## src/rtl/cap_pkg.sv

```systemverilog
`timescale 1ns/1ps
package cap_pkg;
  typedef enum logic [1:0] {
    EDGE_NONE = 2'd0,
    EDGE_RISE = 2'd1,
    EDGE_FALL = 2'd2,
    EDGE_BOTH = 2'd3
  } edge_sel_e;

  localparam logic [7:0] OFS_VALUE = 8'h10;
  localparam logic [7:0] OFS_EDGE  = 8'h30;
  localparam logic [7:0] OFS_CTRL  = 8'h50;
  localparam logic [7:0] OFS_IEN   = 8'h54;
  localparam logic [7:0] OFS_STAT  = 8'h58;
  localparam logic [7:0] OFS_ACK   = 8'h5C;

  localparam int CTRL_EN_BIT  = 10;
  localparam int CTRL_PSC_LSB = 4;
  localparam int FLAG_LSB     = 1;
endpackage

```

## src/rtl/cap_rst_sync.sv

```systemverilog
`timescale 1ns/1ps
module cap_rst_sync #(
  parameter int STAGES = 2
) (
  input  logic clk,
  input  logic rst_n,
  output logic rst_sync_n
);
  logic [STAGES-1:0] stage_q;
  logic [STAGES-1:0] stage_d;

  always_comb begin
    stage_d = {stage_q[STAGES-2:0], 1'b1};
  end

  always_ff @(posedge clk or negedge rst_n) begin
    if (!rst_n) begin
      stage_q <= '0;
    end else begin
      stage_q <= stage_d;
    end
  end

  assign rst_sync_n = stage_q[STAGES-1];
endmodule

```

## src/rtl/cap_timebase.sv

```systemverilog
`timescale 1ns/1ps
module cap_timebase #(
  parameter int CNT_W = 32,
  parameter int PSC_W = 5
) (
  input  logic             clk,
  input  logic             rst_n,
  input  logic [PSC_W-1:0] psc,
  output logic [CNT_W-1:0] count
);
  logic [PSC_W-1:0] div_q;
  logic [PSC_W-1:0] div_d;
  logic [CNT_W-1:0] cnt_d;
  logic             tick;

  always_comb begin
    tick  = (div_q >= psc);
    div_d = tick ? '0 : div_q + PSC_W'(1);
    cnt_d = count + CNT_W'(1);
  end

  always_ff @(posedge clk or negedge rst_n) begin
    if (!rst_n) begin
      div_q <= '0;
      count <= '0;
    end else begin
      div_q <= div_d;
      if (tick) begin
        count <= cnt_d;
      end
    end
  end
endmodule

```

## src/rtl/cap_channel.sv

```systemverilog
`timescale 1ns/1ps
module cap_channel
  import cap_pkg::*;
#(
  parameter int CNT_W  = 32,
  parameter int SYNC_N = 2
) (
  input  logic             clk,
  input  logic             rst_n,
  input  logic             cap_in,
  input  logic             arm,
  input  logic [1:0]       mode,
  input  logic [CNT_W-1:0] count,
  output logic             hit,
  output logic [CNT_W-1:0] value
);
  logic [SYNC_N-1:0] sync_q;
  logic [SYNC_N-1:0] sync_d;
  logic              prev_q;
  logic              rise;
  logic              fall;
  logic              want;

  always_comb begin
    sync_d = {sync_q[SYNC_N-2:0], cap_in};
    rise   = sync_q[SYNC_N-1] & ~prev_q;
    fall   = ~sync_q[SYNC_N-1] & prev_q;
    unique case (edge_sel_e'(mode))
      EDGE_RISE: want = rise;
      EDGE_FALL: want = fall;
      EDGE_BOTH: want = rise | fall;
      default:   want = 1'b0;
    endcase
    hit = arm & want;
  end

  always_ff @(posedge clk or negedge rst_n) begin
    if (!rst_n) begin
      sync_q <= '0;
      prev_q <= 1'b0;
    end else begin
      sync_q <= sync_d;
      prev_q <= sync_q[SYNC_N-1];
    end
  end

  always_ff @(posedge clk or negedge rst_n) begin
    if (!rst_n) begin
      value <= '0;
    end else if (hit) begin
      value <= count;
    end
  end
endmodule

```

## src/rtl/edge_capture_unit.sv

```systemverilog
`timescale 1ns/1ps
module edge_capture_unit
  import cap_pkg::*;
#(
  parameter int NUM_CH = 4,
  parameter int CNT_W  = 32,
  parameter int PSC_W  = 5,
  parameter int SYNC_N = 2,
  parameter int ADDR_W = 8,
  parameter int DATA_W = 32
) (
  input  logic              clk,
  input  logic              rst_n,
  input  logic [NUM_CH-1:0] cap_in,
  input  logic              bus_we,
  input  logic [ADDR_W-1:0] bus_addr,
  input  logic [DATA_W-1:0] bus_wdata,
  output logic [DATA_W-1:0] bus_rdata,
  output logic              irq
);
  localparam int FLAG_MSB = FLAG_LSB + NUM_CH - 1;

  logic                          sys_rst_n;
  logic                          cap_en_q, cap_en_d;
  logic [PSC_W-1:0]              psc_q, psc_d;
  logic [NUM_CH-1:0]             ien_q, ien_d;
  logic [NUM_CH-1:0]             stat_q, stat_d;
  logic [NUM_CH-1:0][1:0]        mode_q, mode_d;
  logic [NUM_CH-1:0]             wr_edge;
  logic [NUM_CH-1:0]             hit;
  logic [NUM_CH-1:0][CNT_W-1:0]  cap_val;
  logic [CNT_W-1:0]              count;
  logic                          wr_ctrl, wr_ien, ack_wr;
  logic [NUM_CH-1:0]             ack_mask;
  logic                          unused_wdata;

  cap_rst_sync #(.STAGES(2)) u_rst (
    .clk(clk), .rst_n(rst_n), .rst_sync_n(sys_rst_n)
  );

  cap_timebase #(.CNT_W(CNT_W), .PSC_W(PSC_W)) u_tb (
    .clk(clk), .rst_n(sys_rst_n), .psc(psc_q), .count(count)
  );

  for (genvar i = 0; i < NUM_CH; i++) begin : g_ch
    assign wr_edge[i] = bus_we && (bus_addr == ADDR_W'(OFS_EDGE + 8'(4 * i)));

    cap_channel #(.CNT_W(CNT_W), .SYNC_N(SYNC_N)) u_ch (
      .clk   (clk),
      .rst_n (sys_rst_n),
      .cap_in(cap_in[i]),
      .arm   (cap_en_q),
      .mode  (mode_q[i]),
      .count (count),
      .hit   (hit[i]),
      .value (cap_val[i])
    );
  end

  assign unused_wdata = ^bus_wdata;

  always_comb begin
    wr_ctrl  = bus_we && (bus_addr == ADDR_W'(OFS_CTRL));
    wr_ien   = bus_we && (bus_addr == ADDR_W'(OFS_IEN));
    ack_wr   = bus_we && (bus_addr == ADDR_W'(OFS_ACK));
    ack_mask = bus_wdata[FLAG_MSB:FLAG_LSB];

    cap_en_d = wr_ctrl ? bus_wdata[CTRL_EN_BIT] : cap_en_q;
    psc_d    = wr_ctrl ? bus_wdata[CTRL_PSC_LSB +: PSC_W] : psc_q;
    ien_d    = wr_ien ? bus_wdata[FLAG_MSB:FLAG_LSB] : ien_q;
    stat_d   = (stat_q & ~(ack_wr ? ack_mask : '0)) | hit;
    for (int i = 0; i < NUM_CH; i++) begin
      mode_d[i] = wr_edge[i] ? bus_wdata[1:0] : mode_q[i];
    end
  end

  always_ff @(posedge clk or negedge sys_rst_n) begin
    if (!sys_rst_n) begin
      cap_en_q <= 1'b0;
      psc_q    <= '0;
      ien_q    <= '0;
      stat_q   <= '0;
      mode_q   <= '0;
    end else begin
      cap_en_q <= cap_en_d;
      psc_q    <= psc_d;
      ien_q    <= ien_d;
      stat_q   <= stat_d;
      mode_q   <= mode_d;
    end
  end

  assign irq = |(stat_q & ien_q);

  always_comb begin
    bus_rdata = '0;
    if (bus_addr == ADDR_W'(OFS_CTRL)) begin
      bus_rdata[CTRL_EN_BIT]            = cap_en_q;
      bus_rdata[CTRL_PSC_LSB +: PSC_W]  = psc_q;
    end
    if (bus_addr == ADDR_W'(OFS_IEN)) begin
      bus_rdata[FLAG_MSB:FLAG_LSB] = ien_q;
    end
    if (bus_addr == ADDR_W'(OFS_STAT)) begin
      bus_rdata[FLAG_MSB:FLAG_LSB] = stat_q;
    end
    for (int i = 0; i < NUM_CH; i++) begin
      if (bus_addr == ADDR_W'(OFS_VALUE + 8'(4 * i))) begin
        bus_rdata = DATA_W'(cap_val[i]);
      end
      if (bus_addr == ADDR_W'(OFS_EDGE + 8'(4 * i))) begin
        bus_rdata[1:0] = mode_q[i];
      end
    end
  end
endmodule

```

## config.mk

```make
export PLATFORM = sky130hd
export DESIGN_NAME = edge_capture_unit
export DESIGN_NICKNAME = d
export VERILOG_FILES = /design/src/rtl/cap_pkg.sv /design/src/rtl/cap_rst_sync.sv /design/src/rtl/cap_timebase.sv /design/src/rtl/cap_channel.sv /design/src/rtl/edge_capture_unit.sv
export SDC_FILE = /design/constraint.sdc
export NUM_CORES = 1
export LEC_CHECK = 0
export ABC_AREA = 0
export BUFFER_PORTS_ARGS = -buffer_cell sky130_fd_sc_hd__clkbuf_2
export CAP_MARGIN = 10
export CORE_MARGIN = 5
export CORE_UTILIZATION = 25
export CTS_BUF_LIST = sky130_fd_sc_hd__clkbuf_8
export DETAILED_ROUTE_END_ITERATION = 10
export MAX_ROUTING_LAYER = met4
export PLACE_DENSITY = 0.4
export SLEW_MARGIN = 5
export SYNTH_ARGS = -nofsm -noshare
export SYNTH_HDL_FRONTEND = slang
export SYNTH_SLANG_ARGS = --single-unit
```

## constraint.sdc

```tcl
create_clock -name clk -period 6.4 [get_ports clk]
set_input_delay 0.96 -clock clk [delete_from_list [all_inputs] [get_ports clk]]
set_output_delay 0.96 -clock clk [all_outputs]
set_load 0.02 [all_outputs]
```

; ---- Word level (Yosys, flattened, before mapping)
; Cells that the tools add are included.
[totals]
ff_bits = 201
in_bits = 47
out_inout_bits = 33
wordCells = 104
[classes]
add_sub_neg = 2
order_cmp = 1
n_eq_ne = 24
n_mux = 18
bitwise = 28
n_reduce_logical = 8
[ops]
columns = op, n
row1 = 32-bit 2-to-1 mux, 4
row2 = 32-bit by 1-bit adder with 32-bit output (second input constant), 1
row3 = 8-bit by 5-bit == test with 1-bit output (second input constant), 4
row4 = 8-bit by 6-bit == test with 1-bit output (second input constant), 4
row5 = 8-bit by 7-bit == test with 1-bit output (second input constant), 4
row6 = 2-bit == test (second input constant), 8
row7 = 1-bit AND, 12
row8 = 4-bit 2-to-1 mux, 3
row9 = 1-bit case mux with 3 select lines, 4
row10 = 5-bit 2-to-1 mux, 2
row11 = 4-bit AND, 2
row12 = 2-bit by 1-bit == test with 1-bit output (second input constant), 4
row13 = 2-bit 2-to-1 mux, 4
row14 = 1-bit NOT, 8
row15 = 1-bit logical AND, 7
row16 = 5-bit by 1-bit adder with 5-bit output (second input constant), 1
row17 = 5-bit >= comparator, 1
row18 = 4-bit NOT, 1
row19 = 1-bit OR, 4
row20 = 4-bit OR, 1
row21 = 4-bit OR reduction, 1
row22 = 1-bit 2-to-1 mux, 1

; ---- Depth between registers and ports, before layout
; Gate-level depths: netlist of run 1.
[depth]
depth_word = 12
mapped_depth = 9
depth_no_buf = 7

; ---- Cells and area by module
; Synthesis of run 1 repeated with hierarchy kept, for this count alone.
[hier_totals]
cells_unflattened = 717
area_unflattened_um2 = 9810.7
[modules_own_cells]
columns = mod, instances, cells_per_inst, area_per_inst_um2, seq_area_each_um2
row1 = cap_channel, 4, 79, 1388.8, 875.8
row2 = edge_capture_unit, 1, 221, 2147.1, 550.5
row3 = cap_timebase, 1, 177, 2054.5, 925.9
row4 = cap_rst_sync, 1, 3, 53.8, 50.0

; ---- Worst setup path after synthesis of run 1
; Ideal clock, no wire load.
[synth_timing]
path_kind = input port to output port
startpoint = input bus_addr[5]
endpoint = output bus_rdata[6]
arrival_ps = 2535
required_time_ps = 5440
path_slack_ps = 2905
path_stages = 7
n_path_buf = 3
path_cell_list = clkbuf_1 > nor4b_1 > and2_1 > clkbuf_1 > buf_2 > o221ai_1 > a21oi_1
[synth_between]
elab_chain_cells = 6
word_cells_on_any_way = 10
cone_classes = eq/ne: 5 / mux: 5
[synth_lines]
columns = element, line_no
row1 = start: declaration, edge_capture_unit.sv:16  ; input logic [ADDR_W-1:0] bus_addr,
row2 = 8-bit by 7-bit == test with 1-bit output, edge_capture_unit.sv:97  ; if (bus_addr == ADDR_W'(OFS_CTRL)) begin
row3 = 5-bit 2-to-1 mux, edge_capture_unit.sv:97
row4 = 32-bit 2-to-1 mux (3 in series), edge_capture_unit.sv:108  ; if (bus_addr == ADDR_W'(OFS_VALUE + 8'(4 * i))) begin
row5 = 32-bit 2-to-1 mux *, edge_capture_unit.sv:108
row6 = end: declaration, edge_capture_unit.sv:18  ; output logic [DATA_W-1:0] bus_rdata,
; Every way passes the cells marked *; elsewhere a longest branch is shown, timed or not.

; ---- Final worst setup path of run 1
[layout_timing]
startpoint = input bus_addr[3]
endpoint = output bus_rdata[2]
[layout_between]
elab_chain_cells = 7
word_cells_on_any_way = 12
cone_classes = eq/ne: 6 / mux: 6
[layout_lines]
columns = element, line_no
row1 = 8-bit by 7-bit == test with 1-bit output, edge_capture_unit.sv:101  ; if (bus_addr == ADDR_W'(OFS_IEN)) begin
row2 = 4-bit 2-to-1 mux, edge_capture_unit.sv:101
row3 = 4-bit 2-to-1 mux, edge_capture_unit.sv:104  ; if (bus_addr == ADDR_W'(OFS_STAT)) begin
row4 = 32-bit 2-to-1 mux (3 in series), edge_capture_unit.sv:108
row5 = 32-bit 2-to-1 mux *, edge_capture_unit.sv:108
; Marked as above.

==> key figures, run 1 <==
Critical path
  – Worst R2R Start: u_tb.count[4]
  – CP bufs+invs: 3
  – Critical path class: primary input to primary output
  – Crit path capture type: primary output
  – Worst path max stage delay: roughly 0.55 ns
  – CP startpoint kind: primary input
  – Critical Path RT: ~5.4 ns
  – R2R Setup Slk: between 3 and 4 ns
  – RR Endpoint: u_tb.count[31]
  – CP max stage cell: buf_4
  – Crit path arrival time: 3.10 ns
  – CP top delay family: buffers and inverters
  – Worst reg-to-reg path cell count: 5
  – Crit path top cell by count: clkbuf_2
  – Crit-path cells: clkbuf_2 > buf_4 > nand2b_1 > o221ai_1 > o21ai_0 > o22a_1 > clkbuf_2
  – CP max FO: 32

Logic synthesis
  – Largest area contributor in the netlist: dfrtp_1
  – Synth Flop Type: dfrtp_1
  – Most instantiated cells after synthesis: dfrtp_1, mux2_2, nand2_1
  – Mux cell area share after synthesis: between 20% and 30%
  – Post-Syn Area: between 0.009 and 0.01 mm^2
  – Cell with the most instances after synthesis: dfrtp_1
  – Ys async rst share: 100.0%
  – Avg Inst Size Synth: approximately 12 um^2
  – Yosys cell types: 52
  – YS warnings: 0
  – Yosys top cell area share: between 50 and 60%
  – Post-synthesis adder-cell area fraction: under 10%
  – Top post-synthesis cells by area: dfrtp_1, mux2_2, mux2i_1, ha_1, xnor2_1
  – Largest family of logic cells by synthesized area: multiplexers
  – Register area share after synthesis: 53.62%
  – Synth Area in XOR/XNOR: 3.175%
  – Syn Inst Count: ~760
  – Post-synth EDFFs: 0
  – Yosys reg bits: around 200
  – Simple-gate share of the synthesized area: 9.470%
  – Net Count, Synth: 820
  – Post-synthesis compound-gate area fraction: 6.456%

Global route
  – First-pass GRT wire length: 39780 um
  – Initial antenna violation count: 0
  – Global-route usage over all layers: 12.57%
  – Largest net degree at the start of global routing: 96
  – Vias in the first global route: between 6000 and 7000
  – GRT overflow: 0

STA
  – Final Max Tran Viols: 0
  – Fin Setup TNS: 0 ns
  – Unrepaired setup endpoints after global routing: false
  – Final-report setup violation count: 0
  – Slack of the critical path: 2.336 ns
  – Final Hold Slack: 0.1952 ns
  – Worst Skew: between 0.01 and 0.015 ns
  – Crit share post-route: a little under two thirds
  – Final hold violation count: 0
  – Fmax: ~0.25 GHz
  – Slew HR: a little under half
  – Worst-Margin Slew: ~0.8 ns
  – Final min period: ~4 ns

Layout
  – # nets final: a little under 900
  – Fillers: between 3000 and 4000
  – Layout cell share with drive strength beyond 1: between 30% and 40%
  – Multi-input logic area: between 0.004 and 0.005 mm^2
  – Area Overhead vs Synth: 16.73%
  – Reg area: about 0.0050 mm^2

CTS
  – Resized Gates After CTS: 0
  – H-tree depth: 2
  – Sink Count: ~200
  – Clk_lat worst skew: approximately 0.54 ns
  – Num CTS Buffers: 38
  – CTS tree: built
  – Register clock-pin slew on the reported worst setup and hold paths: roughly 0.060 ns
  – Root buf cell: clkbuf_8
  – Clock Path Buffers: 3
  – CTS Hold Bufs: 0
  – Post-CTS setup buffers: 0

Die
  – Row cnt: between 70 and 80
  – Core box area: roughly 0.037 mm^2
  – Initial Util: 25.14%
  – Die height: ~200 um
  – # IOs: 80
  – Die X: a little over 200 um
  – Die Area: ~0.041 mm^2

Worst hold path
  – HP Class: primary input to async pin

Power and ir drop
  – Leak Pwr: 5.198 nW
  – VDD IR max: 0.1240 mV
  – Pwr Total: about 3 mW
  – Power density cells: around 270 mW/mm^2

Route
  – Vias: around 6100
  – Initial DRT Pass Iterations: 4
  – Per-cell routed wire length: around 19 um
  – Drt initial violations: ~280
  – Vias per cell: 4.619
  – Residual DRC count: 0
  – Routed WL: between 20000 and 30000 um
  – Antenna Nets Post-Route: 0

Placement
  – Final GP Congestion: 0.7314
  – Worst slack, placed: roughly 2.3 ns
  – Final HPWL DP: 15540 um
  – I/O Buffers: 57

Outcome
  – Status: finished clean

Run
  – MaxCap Viol Count: 0
[logic make-up after synthesis]
kind of cell	Yosys count
AO/OA/AOI/OAI	90
AND/OR/NAND/NOR	166
flip-flops	201
adder cells (fa/ha/maj)	15
multiplexers	180
other	1
XOR/XNOR	34
buffers and inverters	71
[stage by stage]
step | instances | utilization, % | instance area [um^2]
2_1_floorplan | 758 | - | 9380
3_3_place_gp | 1254 | 27.38 | 10220
3_5_place_dp | 1254 | 27.38 | 10220
4_1_cts | 1317 | 29.34 | 10950
5_1_grt | 1317 | 29.34 | 10950
6_report | 1318 | 29.35 | 10950
[power by group]
group          internal (mW)  switching, mW
Sequential              1.33          0.109
Clock                  0.685          0.546
Combinational         0.0952          0.172
Total                   2.11          0.827
[layer usage]
layer / vias to the layer above / part of all wire, % / global-route usage [%]
met5: - / 0 / -
met4: 0 / 1.6 / 3.252
met3: 36 / 3.9 / 2.655
met2: 93 / 44 / 18.47
met1: 3119 / 50 / 17.74
li1: 2840 / - / -
[how the worst max path moves through the flow]
stage	slack, ns	cells past startpoint	from	end
2_1_floorplan	0.38	0	u_rst.stage_q[1]	cap_en_q
3_3_place_gp	2.22	7	bus_addr[2]	bus_rdata[5]
3_5_place_dp	2.28	7	bus_addr[2]	bus_rdata[5]
4_1_cts	2.27	7	bus_addr[2]	bus_rdata[5]
5_1_grt	2.14	7	bus_addr[2]	bus_rdata[5]
6_report	2.34	7	bus_addr[3]	bus_rdata[2]
[state kept, by name, indices dropped and copies added, names as in the netlist]
name / count
cap_en_q: 1
g_ch.u_ch.prev_q: 4
g_ch.u_ch.sync_q: 8
g_ch.u_ch.value: 128
ien_q: 4
mode_q: 8
psc_q: 5
stat_q: 4
u_rst.stage_q: 2
u_tb.count: 32
u_tb.div_q: 5
[cells in the final DEF (no fill, tap or decap), types with 2 or more instances in the layout]
| master | Yosys | routed |
|---|---|---|
| xor2_1 | 14 | 14 |
| a22o_1 | 18 | 18 |
| clkbuf_8 | 0 | 46 |
| a21o_1 | 7 | 7 |
| nor4_1 | 9 | 9 |
| mux4_2 | 7 | 7 |
| nor2_1 | 29 | 29 |
| nand2b_1 | 2 | 2 |
| nand2_1 | 46 | 46 |
| inv_1 | 21 | 33 |
| a31oi_1 | 2 | 2 |
| and4_1 | 5 | 5 |
| o221ai_1 | 4 | 4 |
| nand4_1 | 14 | 14 |
| nor2b_1 | 9 | 4 |
| nor3b_1 | 3 | 3 |
| mux2i_1 | 22 | 22 |
| dfrtp_1 | 201 | 200 |
| clkinv_2 | 0 | 3 |
| xnor2_1 | 20 | 20 |
| and3_1 | 10 | 10 |
| nor2b_4 | 0 | 4 |
| nand3_1 | 15 | 15 |
| clkbuf_2 | 0 | 57 |
| nor3_1 | 6 | 6 |
| o21ai_0 | 25 | 25 |
| o22ai_1 | 2 | 2 |
| and2_1 | 6 | 6 |
| o2111ai_1 | 2 | 2 |
| ha_1 | 15 | 15 |
| a21oi_1 | 16 | 16 |
| mux2_2 | 151 | 151 |
| nor4b_1 | 3 | 2 |
| buf_4 | 2 | 14 |
| o22a_1 | 2 | 2 |
| a22oi_1 | 6 | 6 |
[area by class of cell]
type                       count  area share [%]
multi-input combinational    486           37.45
clock inverter                17          0.8913
inverter                      21          0.7199
timing repair buffer          72           3.748
tap                          474           5.417
antenna                        1         0.02285
sequential                   201           45.97
clock buffer                  46           5.782
Power figures use the tool's default switching activity.
==> run 2, diff against run 1 <==
--- a/config.mk
+++ b/config.mk
@@ -13,7 +13,7 @@
 export CTS_BUF_LIST = sky130_fd_sc_hd__clkbuf_8
 export DETAILED_ROUTE_END_ITERATION = 10
 export MAX_ROUTING_LAYER = met4
-export PLACE_DENSITY = 0.4
+export PLACE_DENSITY = 0.39
 export SLEW_MARGIN = 5
 export SYNTH_ARGS = -nofsm -noshare
 export SYNTH_HDL_FRONTEND = slang
==> constraint.sdc (replaced) <==
create_clock -name clk -period 4.1 [get_ports clk]
set_input_delay 0.615 -clock clk [delete_from_list [all_inputs] [get_ports clk]]
set_output_delay 0.615 -clock clk [all_outputs]
set_load 0.02 [all_outputs]
==> key figures, run 2 (synthesis results as in run 1) <==
Outcome
  – Status: finished clean

Placement
  – I/O Buffers: 57 (unchanged)
  – Final HPWL DP: 16570 um (+6.7%)
  – Cell Area, Placed: 0.01031 mm^2 (+0.91%)
  – Placed insts: 1263 (+0.72%)
  – Worst slack, placed: 0.7236 ns (-1.552 ns)
  – Final GP Congestion: 0.7065 (-3.4%)

Die
  – Die Area: 0.04150 mm^2 (unchanged)
  – Initial Util: 25.14% (unchanged)
  – Die height: 203.7 um (unchanged)
  – Die X: 203.7 um (unchanged)
  – Core box area: 0.03731 mm^2 (unchanged)
  – Row cnt: 71 (unchanged)
  – # IOs: 80 (unchanged)

Run
  – MaxCap Viol Count: 0 (unchanged)

Layout
  – Regs by FF count: g_ch.u_ch.value (128), u_tb.count (32)
  – Most flops, register: g_ch.u_ch.value
  – Largest register FFs: 128 (unchanged)
  – Ant diodes: 0 (-1)
  – Area Overhead vs Synth: 17.89%
  – Leading cell type in the layout, fill and taps excluded: dfrtp_1
  – # nets final: 894 (+1.4%)
  – Layout cell share with drive strength beyond 1: 35.52% (+0.76 points)
  – Layout Cells excl Fill: 1327 (+0.68%)
  – Most frequent cells in the layout: dfrtp_1, mux2_2, clkbuf_2
  – Final instance area: 0.01106 mm^2 (+0.99%)
  – Fillers: 3869 (-0.13%)

CTS
  – H-tree depth: 2 (unchanged)
  – Clk_lat worst skew: 0.53 ns (about the same)
  – Num CTS Buffers: 40 (+5.3%)
  – Register clock-pin slew on the reported worst setup and hold paths: 0.05 ns (about the same)
  – CTS tree: built
  – Clock Path Buffers: 3 (unchanged)
  – Root buf cell: clkbuf_8
  – Resized Gates After CTS: 0 (unchanged)
  – Sink Count: 201 (unchanged)

Global route
  – First-pass GRT wire length: 40900 um (+2.8%)
  – Met2 Use GR: 19.67% (+1.2 points)
  – Initial antenna violation count: 0 (unchanged)
  – Global-route usage over all layers: 13.00% (+0.43 points)
  – Met1 Use GR: 18.00% (+0.26 points)
  – Vias in the first global route: 6576 (+1.5%)
  – Top Usage Layer GRT: met2
  – GRT overflow: 0 (unchanged)
  – Largest net degree at the start of global routing: 69 (-28%)
  – Grt met3 use: 2.496% (-0.16 points)

Critical path
  – Critical path class: primary input to primary output
  – CP startpoint kind: primary input
  – Critical Path RT: 3.48 ns (-1.96 ns)
  – CP max FO: 6 (-81%)
  – Crit path capture type: primary output
  – Worst reg-to-reg path cell count: 5 (unchanged)
  – Crit path arrival time: 2.71 ns (-0.39 ns)

Power and ir drop
  – VDD IR max: 0.1681 mV (+36%)
  – Power density cells: 416.3 mW/mm^2 (+55%)
  – Leak Pwr: 5.262 nW (+1.2%)

Worst hold path
  – HP Class: primary input to flop
  – WHS Path Cells: 1

STA
  – Slew HR: 35.46% (-11 points)
  – Final hold violation count: 0 (unchanged)
  – Worst Skew: 0.01615 ns (+0.002760 ns)
  – Final-report setup violation count: 0 (unchanged)
  – Fmax: 0.3008 GHz
  – Final min period: 3.324 ns
  – Final Hold Slack: 0.1942 ns (-0.001032 ns)
  – Slack of the critical path: 0.7759 ns (-1.560 ns)
  – Fin Setup TNS: 0 ns (unchanged)
  – Worst-Margin Slew: 0.9681 ns (+0.1594 ns)
  – Crit share post-route: 81.07%
  – Unrepaired setup endpoints after global routing: false
  – Final Max Tran Viols: 0 (unchanged)

Route
  – Antenna Nets Post-Route: 0 (unchanged)
  – Initial DRT Pass Iterations: 4 (unchanged)
  – Routed WL: 25550 um (+2.0%)
  – Per-cell routed wire length: 19.26 um (+1.3%)
  – Drt initial violations: 266 (-6.3%)
  – Vias: 6159 (+1.2%)
  – Residual DRC count: 0 (unchanged)
  – Vias per cell: 4.641 (+0.48%)
run 2: cell types whose count changed in the layout (fill, tap and decap cells not counted), sizes merged:
cell | before | now
buf | 15 | 24
bufinv | 1 | 0
clkbuf | 103 | 107
clkinv | 3 | 2
clkinvlp | 1 | 0
diode | 1 | 0
dlygate4sd3 | 0 | 1
inv | 33 | 32
run 2: timing repair:
action,4_1_cts,5_1_grt
setup endpoints to repair,0,0
hold endpoints to repair,2,0
buffers inserted,0,0
hold buffers,1,0
run 2: layout make-up:
type                       instances  area [um^2]  share of cell area (%)
multi-input combinational        486         4100                   37.08
clock inverter                    13        51.30                  0.4639
clock buffer                      50        688.2                   6.223
timing repair buffer              82        513.0                   4.639
inverter                          21        78.83                  0.7128
tap                              474        593.1                   5.363
sequential                       201         5034                   45.52
run 2: worst paths after layout:
| kind | start | end | slack [ns] |
|---|---|---|---|
| max | bus_addr[1] | bus_rdata[5] | 0.78 |
| min | cap_in[0] | g_ch[0].u_ch.sync_q[0] | 0.19 |
| max reg2reg | u_tb.count[4] | u_tb.count[31] | 1.43 |
| min reg2reg | g_ch[2].u_ch.sync_q[0] | g_ch[2].u_ch.sync_q[1] | 0.34 |
| max in group asynchronous | u_rst.stage_q[1] | psc_q[3] | 2.74 |
| min in group asynchronous | rst_n | u_rst.stage_q[1] | 0.39 |
run 2: per-stage QoR:
stage,power (mW),utilization [%]
2_1_floorplan,2.535,-
3_3_place_gp,2.724,27.63
3_5_place_dp,2.729,27.63
4_1_cts,4.717,29.64
5_1_grt,4.865,29.64
6_report,4.604,29.64
run 2: power breakdown:
part           internal, mW  switching [mW]
Clock                  1.08           0.846
Combinational         0.154           0.267
Sequential             2.08           0.178
run 2: layer usage:
metal / wire, um / vias to the layer above / share of wire [%]
met5: 0 / - / 0
met4: 539 / 0 / 2.1
met3: 999 / 40 / 3.9
met2: 11500 / 96 / 45
met1: 12520 / 3167 / 49
li1: - / 2856 / -
run 2: critical path, stage by stage:
cell	delay, ns
clkbuf_2	0.10
or4_1	0.65
nor2_1	0.59
a22oi_1	0.19
a21o_1	0.18
a21oi_1	0.18
clkbuf_2	0.20
